`config.mk`:
```
export PLATFORM = sky130hd
export DESIGN_NAME = vint_arbiter
export DESIGN_NICKNAME = d
export VERILOG_FILES = /design/src/rtl/vint_pkg.sv /design/src/rtl/vint_lowest_pick.sv /design/src/rtl/vint_pend_vec.sv /design/src/rtl/vint_arb_fsm.sv /design/src/rtl/vint_arbiter.sv
export SDC_FILE = /design/constraint.sdc
export NUM_CORES = 1
export LEC_CHECK = 0
export ABC_AREA = 1
export BUFFER_PORTS_ARGS = -buffer_cell sky130_fd_sc_hd__buf_2
export CAP_MARGIN = 10
export CORE_ASPECT_RATIO = 1.1
export CORE_MARGIN = 2
export CORE_UTILIZATION = 45
export CTS_CLUSTER_DIAMETER = 40
export DETAILED_ROUTE_END_ITERATION = 10
export PLACE_DENSITY = 0.72
export SYNTH_ARGS = -nofsm -noshare
export SYNTH_HDL_FRONTEND = slang
export SYNTH_SLANG_ARGS = --single-unit
export TNS_END_PERCENT = 20
```
`constraint.sdc`:
```
create_clock -name clk -period 5.59 [get_ports clk]
set_input_delay 0.559 -clock clk [delete_from_list [all_inputs] [get_ports clk]]
set_output_delay 0.559 -clock clk [all_outputs]
set_load 0.03 [all_outputs]
```
`src/rtl/vint_pkg.sv`:
```
package vint_pkg;
    localparam int VOICES    = 32;
    localparam int SCANNED   = 31;
    localparam int VIDX_W    = $clog2(VOICES);
    localparam logic [7:0] FSEL_IRQ_CODE = 8'h8F;
    localparam logic [7:0] CODE_WT       = 8'h60;
    localparam logic [7:0] CODE_VR       = 8'h80;
    localparam logic [7:0] CODE_NONE     = 8'hE8;
    localparam int GBIT_WT = 5;
    localparam int GBIT_VR = 6;

    typedef enum logic [0:0] {
        ST_IDLE = 1'b0,
        ST_ARB  = 1'b1
    } arb_state_e;

    typedef enum logic [1:0] {
        CL_NONE = 2'd0,
        CL_WT   = 2'd1,
        CL_VR   = 2'd2
    } arb_class_e;
endpackage

```
`src/rtl/vint_lowest_pick.sv`:
```
module vint_lowest_pick #(
    parameter int W     = 32,
    parameter int SCAN  = 31,
    localparam int IW   = $clog2(W)
) (
    input  logic [W-1:0]  req,
    output logic          found,
    output logic [IW-1:0] idx,
    output logic [W-1:0]  onehot
);
    always_comb begin
        found = 1'b0;
        idx   = '0;
        for (int i = SCAN - 1; i >= 0; i--) begin
            if (req[i]) begin
                found = 1'b1;
                idx   = IW'(i);
            end
        end
    end

    for (genvar g = 0; g < W; g++) begin : g_oh
        if (g < SCAN) begin : g_scan
            assign onehot[g] = found && (idx == IW'(g));
        end else begin : g_skip
            assign onehot[g] = 1'b0;
        end
    end

    always_comb begin
        AST_PICK_ONEHOT: assert ($onehot0(onehot));
    end
endmodule

```
`src/rtl/vint_pend_vec.sv`:
```
module vint_pend_vec #(
    parameter int W = 32
) (
    input  logic         clk,
    input  logic         rst_n,
    input  logic [W-1:0] set_i,
    input  logic [W-1:0] clr_i,
    output logic [W-1:0] pend_o,
    output logic         nonempty_o
);
    logic [W-1:0] pend_q;

    always_ff @(posedge clk or negedge rst_n) begin
        if (!rst_n) pend_q <= '0;
        else        pend_q <= (pend_q & ~clr_i) | set_i;
    end

    assign pend_o     = pend_q;
    assign nonempty_o = |pend_q;

    AST_CLR_TAKES: assert property (@(posedge clk) disable iff (!rst_n)
        ((clr_i & ~set_i) != '0) |=> ((pend_q & $past(clr_i & ~set_i)) == '0));
    AST_SET_KEPT: assert property (@(posedge clk) disable iff (!rst_n)
        (set_i != '0) |=> ((pend_q & $past(set_i)) == $past(set_i)));
endmodule

```
`src/rtl/vint_arb_fsm.sv`:
```
module vint_arb_fsm
    import vint_pkg::*;
#(
    parameter int W    = VOICES,
    parameter int SCAN = SCANNED,
    localparam int IW  = $clog2(W)
) (
    input  logic         clk,
    input  logic         rst_n,
    input  logic         fsel_we_i,
    input  logic [7:0]   fsel_wdata_i,
    input  logic [W-1:0] wt_pend_i,
    input  logic [W-1:0] vr_pend_i,
    output logic [W-1:0] wt_clr_o,
    output logic [W-1:0] vr_clr_o,
    output logic [7:0]   vstat_o
);
    arb_state_e state_q, state_d;
    arb_class_e cls;
    logic          sel_hit;
    logic          wt_found, vr_found;
    logic [IW-1:0] wt_idx, vr_idx;
    logic [W-1:0]  wt_oh, vr_oh;
    logic [7:0]    stat_q, stat_d;

    vint_lowest_pick #(.W(W), .SCAN(SCAN)) u_wt_pick (
        .req(wt_pend_i), .found(wt_found), .idx(wt_idx), .onehot(wt_oh));
    vint_lowest_pick #(.W(W), .SCAN(SCAN)) u_vr_pick (
        .req(vr_pend_i), .found(vr_found), .idx(vr_idx), .onehot(vr_oh));

    assign sel_hit = fsel_we_i && (fsel_wdata_i == FSEL_IRQ_CODE);

    // state register
    always_ff @(posedge clk or negedge rst_n) begin
        if (!rst_n) state_q <= ST_IDLE;
        else        state_q <= state_d;
    end

    // transitions: T_SELECT, T_AGAIN, T_DONE
    always_comb begin
        state_d = state_q;
        unique case (state_q)
            ST_IDLE: if (sel_hit) state_d = ST_ARB;
            ST_ARB:  state_d = sel_hit ? ST_ARB : ST_IDLE;
            default: state_d = ST_IDLE;
        endcase
    end

    // outputs of ST_ARB: class choice, clear pulses, next status code
    always_comb begin
        cls      = CL_NONE;
        wt_clr_o = '0;
        vr_clr_o = '0;
        stat_d   = stat_q;
        unique case (state_q)
            ST_IDLE: ;
            ST_ARB: begin
                if (wt_pend_i != '0)      cls = CL_WT;
                else if (vr_pend_i != '0) cls = CL_VR;
                stat_d = CODE_NONE;
                if (cls == CL_WT && wt_found) begin
                    wt_clr_o = wt_oh;
                    stat_d   = CODE_WT | 8'(wt_idx);
                end else if (cls == CL_VR && vr_found) begin
                    vr_clr_o = vr_oh;
                    stat_d   = CODE_VR | 8'(vr_idx);
                end
            end
            default: ;
        endcase
    end

    always_ff @(posedge clk or negedge rst_n) begin
        if (!rst_n) stat_q <= CODE_NONE;
        else        stat_q <= stat_d;
    end

    assign vstat_o = stat_q;

    AST_ARB_ON_CODE: assert property (@(posedge clk) disable iff (!rst_n)
        sel_hit |=> (state_q == ST_ARB));
    AST_NO_ARB_IDLE: assert property (@(posedge clk) disable iff (!rst_n)
        (state_q == ST_IDLE) |=> $stable(stat_q));
    AST_WT_FIRST: assert property (@(posedge clk) disable iff (!rst_n)
        (vr_clr_o != '0) |-> (wt_pend_i == '0));
    AST_ONE_SOURCE: assert property (@(posedge clk) disable iff (!rst_n)
        ($countones({wt_clr_o, vr_clr_o}) <= 1));
    AST_NO_V31: assert property (@(posedge clk) disable iff (!rst_n)
        (stat_q != (CODE_WT | 8'd31)) && (stat_q != (CODE_VR | 8'd31)));
    AST_CODE_SHAPE: assert property (@(posedge clk) disable iff (!rst_n)
        (stat_q[7:5] == 3'b011) || (stat_q[7:5] == 3'b100) || (stat_q == CODE_NONE));
endmodule

```
`src/rtl/vint_arbiter.sv`:
```
module vint_arbiter
    import vint_pkg::*;
#(
    parameter int NVOICE = VOICES,
    parameter int NSCAN  = SCANNED
) (
    input  logic              clk,
    input  logic              rst_n,
    input  logic [NVOICE-1:0] wt_set_i,
    input  logic [NVOICE-1:0] vr_set_i,
    input  logic              fsel_we_i,
    input  logic [7:0]        fsel_wdata_i,
    input  logic [7:0]        ext_stat_i,
    output logic [7:0]        vstat_o,
    output logic [NVOICE-1:0] wt_ack_o,
    output logic [NVOICE-1:0] vr_ack_o,
    output logic [7:0]        gstat_o,
    output logic              irq_o
);
    localparam logic [7:0] OWN_MASK = (8'd1 << GBIT_WT) | (8'd1 << GBIT_VR);

    logic [NVOICE-1:0] wt_pend, vr_pend, wt_clr, vr_clr;
    logic              wt_ne, vr_ne;

    vint_pend_vec #(.W(NVOICE)) u_wt_vec (
        .clk(clk), .rst_n(rst_n), .set_i(wt_set_i), .clr_i(wt_clr),
        .pend_o(wt_pend), .nonempty_o(wt_ne));
    vint_pend_vec #(.W(NVOICE)) u_vr_vec (
        .clk(clk), .rst_n(rst_n), .set_i(vr_set_i), .clr_i(vr_clr),
        .pend_o(vr_pend), .nonempty_o(vr_ne));

    vint_arb_fsm #(.W(NVOICE), .SCAN(NSCAN)) u_fsm (
        .clk(clk), .rst_n(rst_n),
        .fsel_we_i(fsel_we_i), .fsel_wdata_i(fsel_wdata_i),
        .wt_pend_i(wt_pend), .vr_pend_i(vr_pend),
        .wt_clr_o(wt_clr), .vr_clr_o(vr_clr), .vstat_o(vstat_o));

    assign wt_ack_o = wt_clr;
    assign vr_ack_o = vr_clr;

    always_comb begin
        gstat_o          = ext_stat_i & ~OWN_MASK;
        gstat_o[GBIT_WT] = wt_ne;
        gstat_o[GBIT_VR] = vr_ne;
    end

    assign irq_o = |gstat_o;

    AST_ACK_PULSE: assert property (@(posedge clk) disable iff (!rst_n)
        ((wt_ack_o | vr_ack_o) != '0) |=> ((wt_ack_o | vr_ack_o) == '0) || fsel_we_i || $past(fsel_we_i));
    AST_WT_EMPTY_BIT: assert property (@(posedge clk) disable iff (!rst_n)
        (wt_ack_o != '0) && (wt_set_i == '0) && ((wt_pend & ~wt_ack_o) == '0) |=> !gstat_o[GBIT_WT]);
    AST_VR_EMPTY_BIT: assert property (@(posedge clk) disable iff (!rst_n)
        (vr_ack_o != '0) && (vr_set_i == '0) && ((vr_pend & ~vr_ack_o) == '0) |=> !gstat_o[GBIT_VR]);
endmodule

```
# Word level (Yosys, flattened, before mapping)

Index checks and enable logic that the tools add are counted.
W data, S select, Z words.

Output and inout port bits: 81
Logic and storage cells: 280
Input bits: 83
Register bits: 73

Equality and inequality tests: 63
Reduce and logical (&&, ||, !) cells: 72
Bitwise gates (word level): 6
Multiplexer cells: 135

Operators by type and width:

| operator             | count |
|---|---|
| $mux W5              | 62 |
| $eq A5 B5 Y1 const B | 30 |
| $mux W31             | 3 |
| $eq A5 B4 Y1 const B | 16 |
| $reduce_or A70 Y1    | 1 |
| $logic_and A1 B1 Y1  | 65 |
| $and A32 B32 Y32     | 2 |
| $mux W32             | 2 |
| $not A32 Y32         | 2 |
| $or A32 B32 Y32      | 2 |
| $reduce_bool A32 Y1  | 2 |
| $reduce_or A32 Y1    | 2 |
| $mux W1              | 63 |
| $eq A5 B3 Y1 const B | 8 |
| $eq A5 B2 Y1 const B | 4 |
| $eq A5 B1 Y1 const B | 2 |
| $logic_not A5 Y1     | 2 |
| $eq A8 B8 Y1 const B | 1 |
| $mux W8              | 1 |
| $mux W7              | 1 |
| $mux W2              | 3 |
| $eq A2 B1 Y1 const B | 1 |
| $eq A2 B2 Y1 const B | 1 |

# Logic depth before layout (Yosys ltp)

Depth in word-level cells: 39
Mapped depth: 34
Gate-level depth less buffers: 34

# Cells and area by module

Synthesis repeated with hierarchy kept, for this count alone.

Cells, all modules: 879
Area, all modules: 5451.5 um^2

By module, submodules not included:

| module           | cells an instance | times used | area each (um^2) |
|---|---|---|---|
| vint_pend_vec    | 125               | 2          | 1272.5 |
| vint_lowest_pick | 170               | 2          | 724.4 |
| vint_arb_fsm     | 266               | 1          | 1341.3 |
| vint_arbiter     | 23                | 1          | 116.4 |

# Least setup slack after synthesis

No wires, ideal clock.

Kind: reg-to-output
Start: register u_wt_vec.pend_q[29] (netlist: u_wt_vec.pend_o[29])
End: output wt_ack_o[2]
Arrival time: 2419 ps
Cell stages (with the launch flop): 30
Buffers on the path: 0
Data required time: 5031 ps
Setup slack: 2612 ps
Path through: dfrtp_1 > nand2_1 > nand2_1 > nand2_1 > nand2_1 > nand2_1 > nand2_1 > nand2_1 > nand2_1 > nand2_1 > nand2_1 > nand2_1 > nand2_1 > nand2_1 > nand2_1 > nand2_1 > nand2_1 > nand2_1 > nand2_1 > nand2_1 > nand2_1 > nand2_1 > nand2_1 > nand2_1 > nand2_1 > nand2_1 > nand2_2 > nand2_4 > nand2_2 > nor3_1

Cells in the longest elaborated chain, start to end: 34
Elaborated cells on any way between the ends: 69
Those cells by class: 2 x eq/ne; 64 x mux; 3 x reduce/logical

Ends and longest elaborated chain:

| what                   | line                   | source |
|---|---|---|
| start, declared        | vint_pend_vec.sv:11    | `logic [W-1:0] pend_q;` |
| start signal, assigned | vint_pend_vec.sv:15    | `else pend_q <= (pend_q & ~clr_i) \| set_i;` |
| $mux W5 (30 in a row)  | vint_lowest_pick.sv:15 | `if (req[i]) begin` |
| $eq A5 B2 Y1           | vint_lowest_pick.sv:24 | `assign onehot[g] = found && (idx == IW'(g));` |
| $logic_and A1 B1 Y1    | vint_lowest_pick.sv:24 |  |
| $mux W31 *             | vint_arb_fsm.sv:61     | `if (cls == CL_WT && wt_found) begin` |
| $mux W31 *             | vint_arb_fsm.sv:55     | `unique case (state_q)` |
| end, declared          | vint_arbiter.sv:15     | `output logic [NVOICE-1:0] wt_ack_o,` |

Mark *: on every way between the ends. The rest lies on a longest branch, timed or not. The select of a mux whose other input is x is not followed.

# Final worst setup path

Start: register u_vr_vec.pend_q[26] (netlist: u_vr_vec.pend_o[26])
End: output vr_ack_o[5]

Cells in the longest elaborated chain, start to end: 32
Elaborated cells on any way between the ends: 67
Those cells by class: 3 x eq/ne; 60 x mux; 4 x reduce/logical

Ends and longest elaborated chain:

| what                   | line                   | source |
|---|---|---|
| start, declared        | vint_pend_vec.sv:11    |  |
| start signal, assigned | vint_pend_vec.sv:15    |  |
| $mux W5 (27 in a row)  | vint_lowest_pick.sv:15 |  |
| $eq A5 B3 Y1           | vint_lowest_pick.sv:24 |  |
| $logic_and A1 B1 Y1    | vint_lowest_pick.sv:24 |  |
| $mux W31               | vint_arb_fsm.sv:64     | `end else if (cls == CL_VR && vr_found) begin` |
| $mux W32 *             | vint_arb_fsm.sv:61     |  |
| $mux W32 *             | vint_arb_fsm.sv:55     |  |
| end, declared          | vint_arbiter.sv:16     | `output logic [NVOICE-1:0] vr_ack_o,` |

Marks and branches as above.

==> tab_implementation.tex <==
\begin{tabular}{lr}
\hline
Metric & Value \\
\hline
\multicolumn{2}{l}{\textbf{Drt}} \\
Residual DRC count & 0 \\
DRT Wirelength & 12530 µm \\
Detailed-route vias per instance & 4.816 \\
Post-detailed-route count of antenna-violating nets & 0 \\
Vias after detailed routing & 4508 \\
DR WL/cell & 13.39 µm \\
First-iteration detailed-routing DRC count & 195 \\
First-pass DRT Iterations & 5 \\
\multicolumn{2}{l}{\textbf{Yosys}} \\
Sequential cell area fraction in the yosys report & 0.3949 \\
Synth async-reset ratio & 1.000 \\
Leading register cell type out of synthesis & dfrtp\_1 \\
Netlist Area Pre-Place & 0.004572 mm² \\
Syn. warnings & 0 \\
Total of flip-flops plus latches after synthesis & 72 \\
Count of distinct cell types in the synthesized netlist & 35 \\
EDFF count, synth & 0 \\
Post-synthesis instance total & 655 \\
Mapped Avg Cell Area & 6.980 µm² \\
\multicolumn{2}{l}{\textbf{Global route}} \\
First-pass GRT wire length & 20110 µm \\
Number of antenna violations at the first check in global routing & 0 \\
Total gr overflow & 0 \\
Number of global-route vias before repair & 4345 \\
Busiest layer in global routing & met2 \\
Combined global-route utilization of all metal layers & 0.2369 \\
Met3 routing resource usage after global routing & 0.05467 \\
Largest net degree at the start of global routing & 73 \\
GRT met1 Usage & 0.2872 \\
Met2 GRT Util & 0.4122 \\
\multicolumn{2}{l}{\textbf{Worst setup path}} \\
Arrival time of the worst setup path & 3.34 ns \\
CP Launch Type & flip-flop \\
Critical path endpoint category & primary output \\
Largest fanout on the critical path & 14 \\
Worst Path Class, Setup & flip-flop to primary output \\
Critical path required time & 5.03 ns \\
\multicolumn{2}{l}{\textbf{Clock tree}} \\
Hold buffers post-CTS & 0 \\
Clock sink count & 72 \\
CTS clock-pin slew for the worst setup and hold paths & 0.08 ns \\
Clk Tree Root Cell & clkbuf\_8 \\
Number of H-tree levels & 3 \\
Clock tree from TritonCTS & done \\
Number of buffers on the longest clock path & 2 \\
Post-CTS setup repair buffer count & 0 \\
Total CTS buffers & 9 \\
Number of gates resized after CTS & 0 \\
Clock insertion delay at the later pin of the skew report & 0.37 ns \\
\multicolumn{2}{l}{\textbf{Pwr}} \\
P\_int & 0.8596 mW \\
P\_leak & 3.312 nW \\
Sequential power share & 0.473 \\
Logic pwr share & 0.057 \\
Clock share of power & 0.470 \\
Worst supply voltage drop on vdd & 0.1187 mV \\
Power dissipated by switching net loads & 0.2466 mW \\
PD cells & 195.4 mW/mm² \\
Switching power as a share of total power & 0.2229 \\
\multicolumn{2}{l}{\textbf{Die}} \\
Die Footprint & 0.01098 mm² \\
Initial Utilization & 0.4623 \\
Die extent in x & 100.1 µm \\
Height of the die & 109.7 µm \\
Area of the placeable core & 0.009889 mm² \\
IO Pins & 164 \\
Row count & 38 \\
\multicolumn{2}{l}{\textbf{Place}} \\
Detailed Place HPWL & 9990 µm \\
Port bufs & 159 \\
Final RePlAce weighted congestion & 0.9050 \\
\multicolumn{2}{l}{\textbf{Cells and area}} \\
Number of inserted filler cells in the final layout & 969 \\
Proportion of layout cells with a drive suffix above 1 & 0.2684 \\
Storage element area & 0.001805 mm² \\
Final nets & 894 \\
Final antenna diode count & 0 \\
Multi-input logic area & 0.002042 mm² \\
Area delta synth->final & 23.84\% \\
Utilization after layout & 0.5725 \\
\multicolumn{2}{l}{\textbf{STA}} \\
Final setup fails & 0 \\
Setup skew after layout & 0.008749 ns \\
Unrepaired setup endpoints after global routing & false \\
Peak clock frequency supported by timing & 0.2562 GHz \\
Final hold violation count & 0 \\
Actual slew at the worst max-slew pin & 0.9479 ns \\
Minimum period implied by the final worst setup slack & 3.903 ns \\
Final period utilization & 0.6982 \\
Final number of max-transition violations & 0 \\
Headroom to the max-slew limit & 0.3632 \\
Setup\_tns & 0 ns \\
\multicolumn{2}{l}{\textbf{Flow run}} \\
Max Cap Violations & 0 \\
\multicolumn{2}{l}{\textbf{Hold path}} \\
Classification of the worst-slack hold path & input pin to flip-flop \\
\multicolumn{2}{l}{\textbf{Status}} \\
Run status & finished, final reports clean \\
\hline
\end{tabular}
worst max-delay path: stages, from the launching register on:
cell and delay (ns):
dfrtp_1 0.40, nor2_1 0.26, a21boi_1 0.21, o31ai_1 0.08, a21oi_1 0.17, o21ai_1 0.09, a21oi_1 0.19, o21ai_1 0.09
nand2_1 0.07, nand2_1 0.05, nand2_1 0.05, nor2_1 0.06, inv_1 0.44, nand4_1 0.42, nor2_1 0.18, buf_2 0.21
cell families (layout without fill, tap and decap cells):
group,after synthesis,count (layout),synth area share
compound gates,73,73,0.1070
simple gates,329,329,0.3380
buf+inv,180,340,0.1593
flops,72,72,0.3949
other cells,1,2,0.0008202
Yosys cell counts (all sizes together) (3+ instances only):
cell / n / area share
nand2: 168 / 0.16
inv: 163 / 0.13
nor2: 110 / 0.11
dfrtp: 69 / 0.38
o21bai: 38 / 0.062
nand4: 19 / 0.026
nand3: 15 / 0.016
o21ai: 15 / 0.016
buf: 13 / 0.022
a21oi: 10 / 0.012
nor3: 9 / 0.0099
nor4: 4 / 0.0055
o31ai: 4 / 0.0066
clkbuf: 3 / 0.0025
dfstp: 3 / 0.017
registers in the layout (all words and copies together) (netlist names):
signal	flops
u_fsm.state_q	1
u_wt_vec.pend_o	32
u_fsm.vstat_o	7
u_vr_vec.pend_o	32
through the flow:
stage	instances	power, mW	worst slack, ns	cell area [µm²]	hold WS (ns)
2_1_floorplan	656	0.5588	2.612	4576	0.2634
3_3_place_gp	920	0.5963	2.237	5416	0.4642
3_5_place_dp	920	0.5977	2.187	5416	0.4756
4_1_cts	936	1.112	1.714	5662	0.3413
5_1_grt	936	1.142	1.360	5662	0.3544
6_report	936	1.106	1.687	5662	0.3601
routing by layer:
metal / wire length (µm) / vias to the layer above / part of all wire
met1: 5185 / 2044 / 0.41
met3: 860 / 24 / 0.069
met5: 0 / - / 0
met2: 6183 / 176 / 0.49
li1: - / 2264 / -
met4: 300 / 0 / 0.024
cell type report:
type,count,area share
clock buffer,11,0.02497
clock inverter,5,0.01834
inverter,164,0.1087
multi-input combinational,404,0.3607
sequential,72,0.3189
tap,120,0.02652
timing repair buffer,160,0.1419
cells in the final DEF (no fill, tap or decap), types with 2 or more instances in the layout:
| cell type | netlist | routed |
|---|---|---|
| nand3_1 | 15 | 15 |
| or2_2 | 2 | 2 |
| clkbuf_8 | 0 | 10 |
| nand4_1 | 19 | 19 |
| a21boi_1 | 2 | 2 |
| dfrtp_1 | 69 | 69 |
| inv_2 | 4 | 4 |
| buf_2 | 0 | 159 |
| o21ai_0 | 7 | 7 |
| dfstp_2 | 3 | 3 |
| a21oi_1 | 9 | 9 |
| nor4_1 | 4 | 4 |
| nor2_1 | 97 | 97 |
| nor2_4 | 8 | 8 |
| nor2_8 | 2 | 2 |
| inv_1 | 159 | 159 |
| nand2_2 | 14 | 14 |
| o31ai_1 | 4 | 4 |
| nor2_2 | 3 | 3 |
| o21ai_1 | 8 | 8 |
| bufinv_16 | 0 | 3 |
| nor3_1 | 9 | 9 |
| o21bai_1 | 38 | 38 |
| nand2_4 | 4 | 4 |
| nand2_8 | 2 | 2 |
| conb_1 | 1 | 2 |
| nand2_1 | 148 | 148 |
final timing paths:
kind	start	slack, ns	end	cells after the start
worst max-delay path	u_vr_vec.pend_o[26]	1.69	vr_ack_o[5]	15
worst min register to register	u_fsm.vstat_o[3]	0.49	u_fsm.vstat_o[3]	2
worst max register to register	u_vr_vec.pend_o[26]	2.57	u_vr_vec.pend_o[5]	15
min in group asynchronous	rst_n	0.39	u_vr_vec.pend_o[9]	2
max in group asynchronous	rst_n	4.60	u_wt_vec.pend_o[30]	2
worst min-delay path	fsel_wdata_i[6]	0.36	u_fsm.state_q	2
power by group through the flow:
stage	combinational (mW)	sequential, mW	clock, mW
finish	0.0628	0.523	0.520
global route	0.0710	0.523	0.548
CTS	0.0644	0.523	0.524
detailed placement	0.0641	0.534	0
global placement	0.0629	0.533	0
floorplan	0.0227	0.536	0
(Power assumes the default switching activity.)
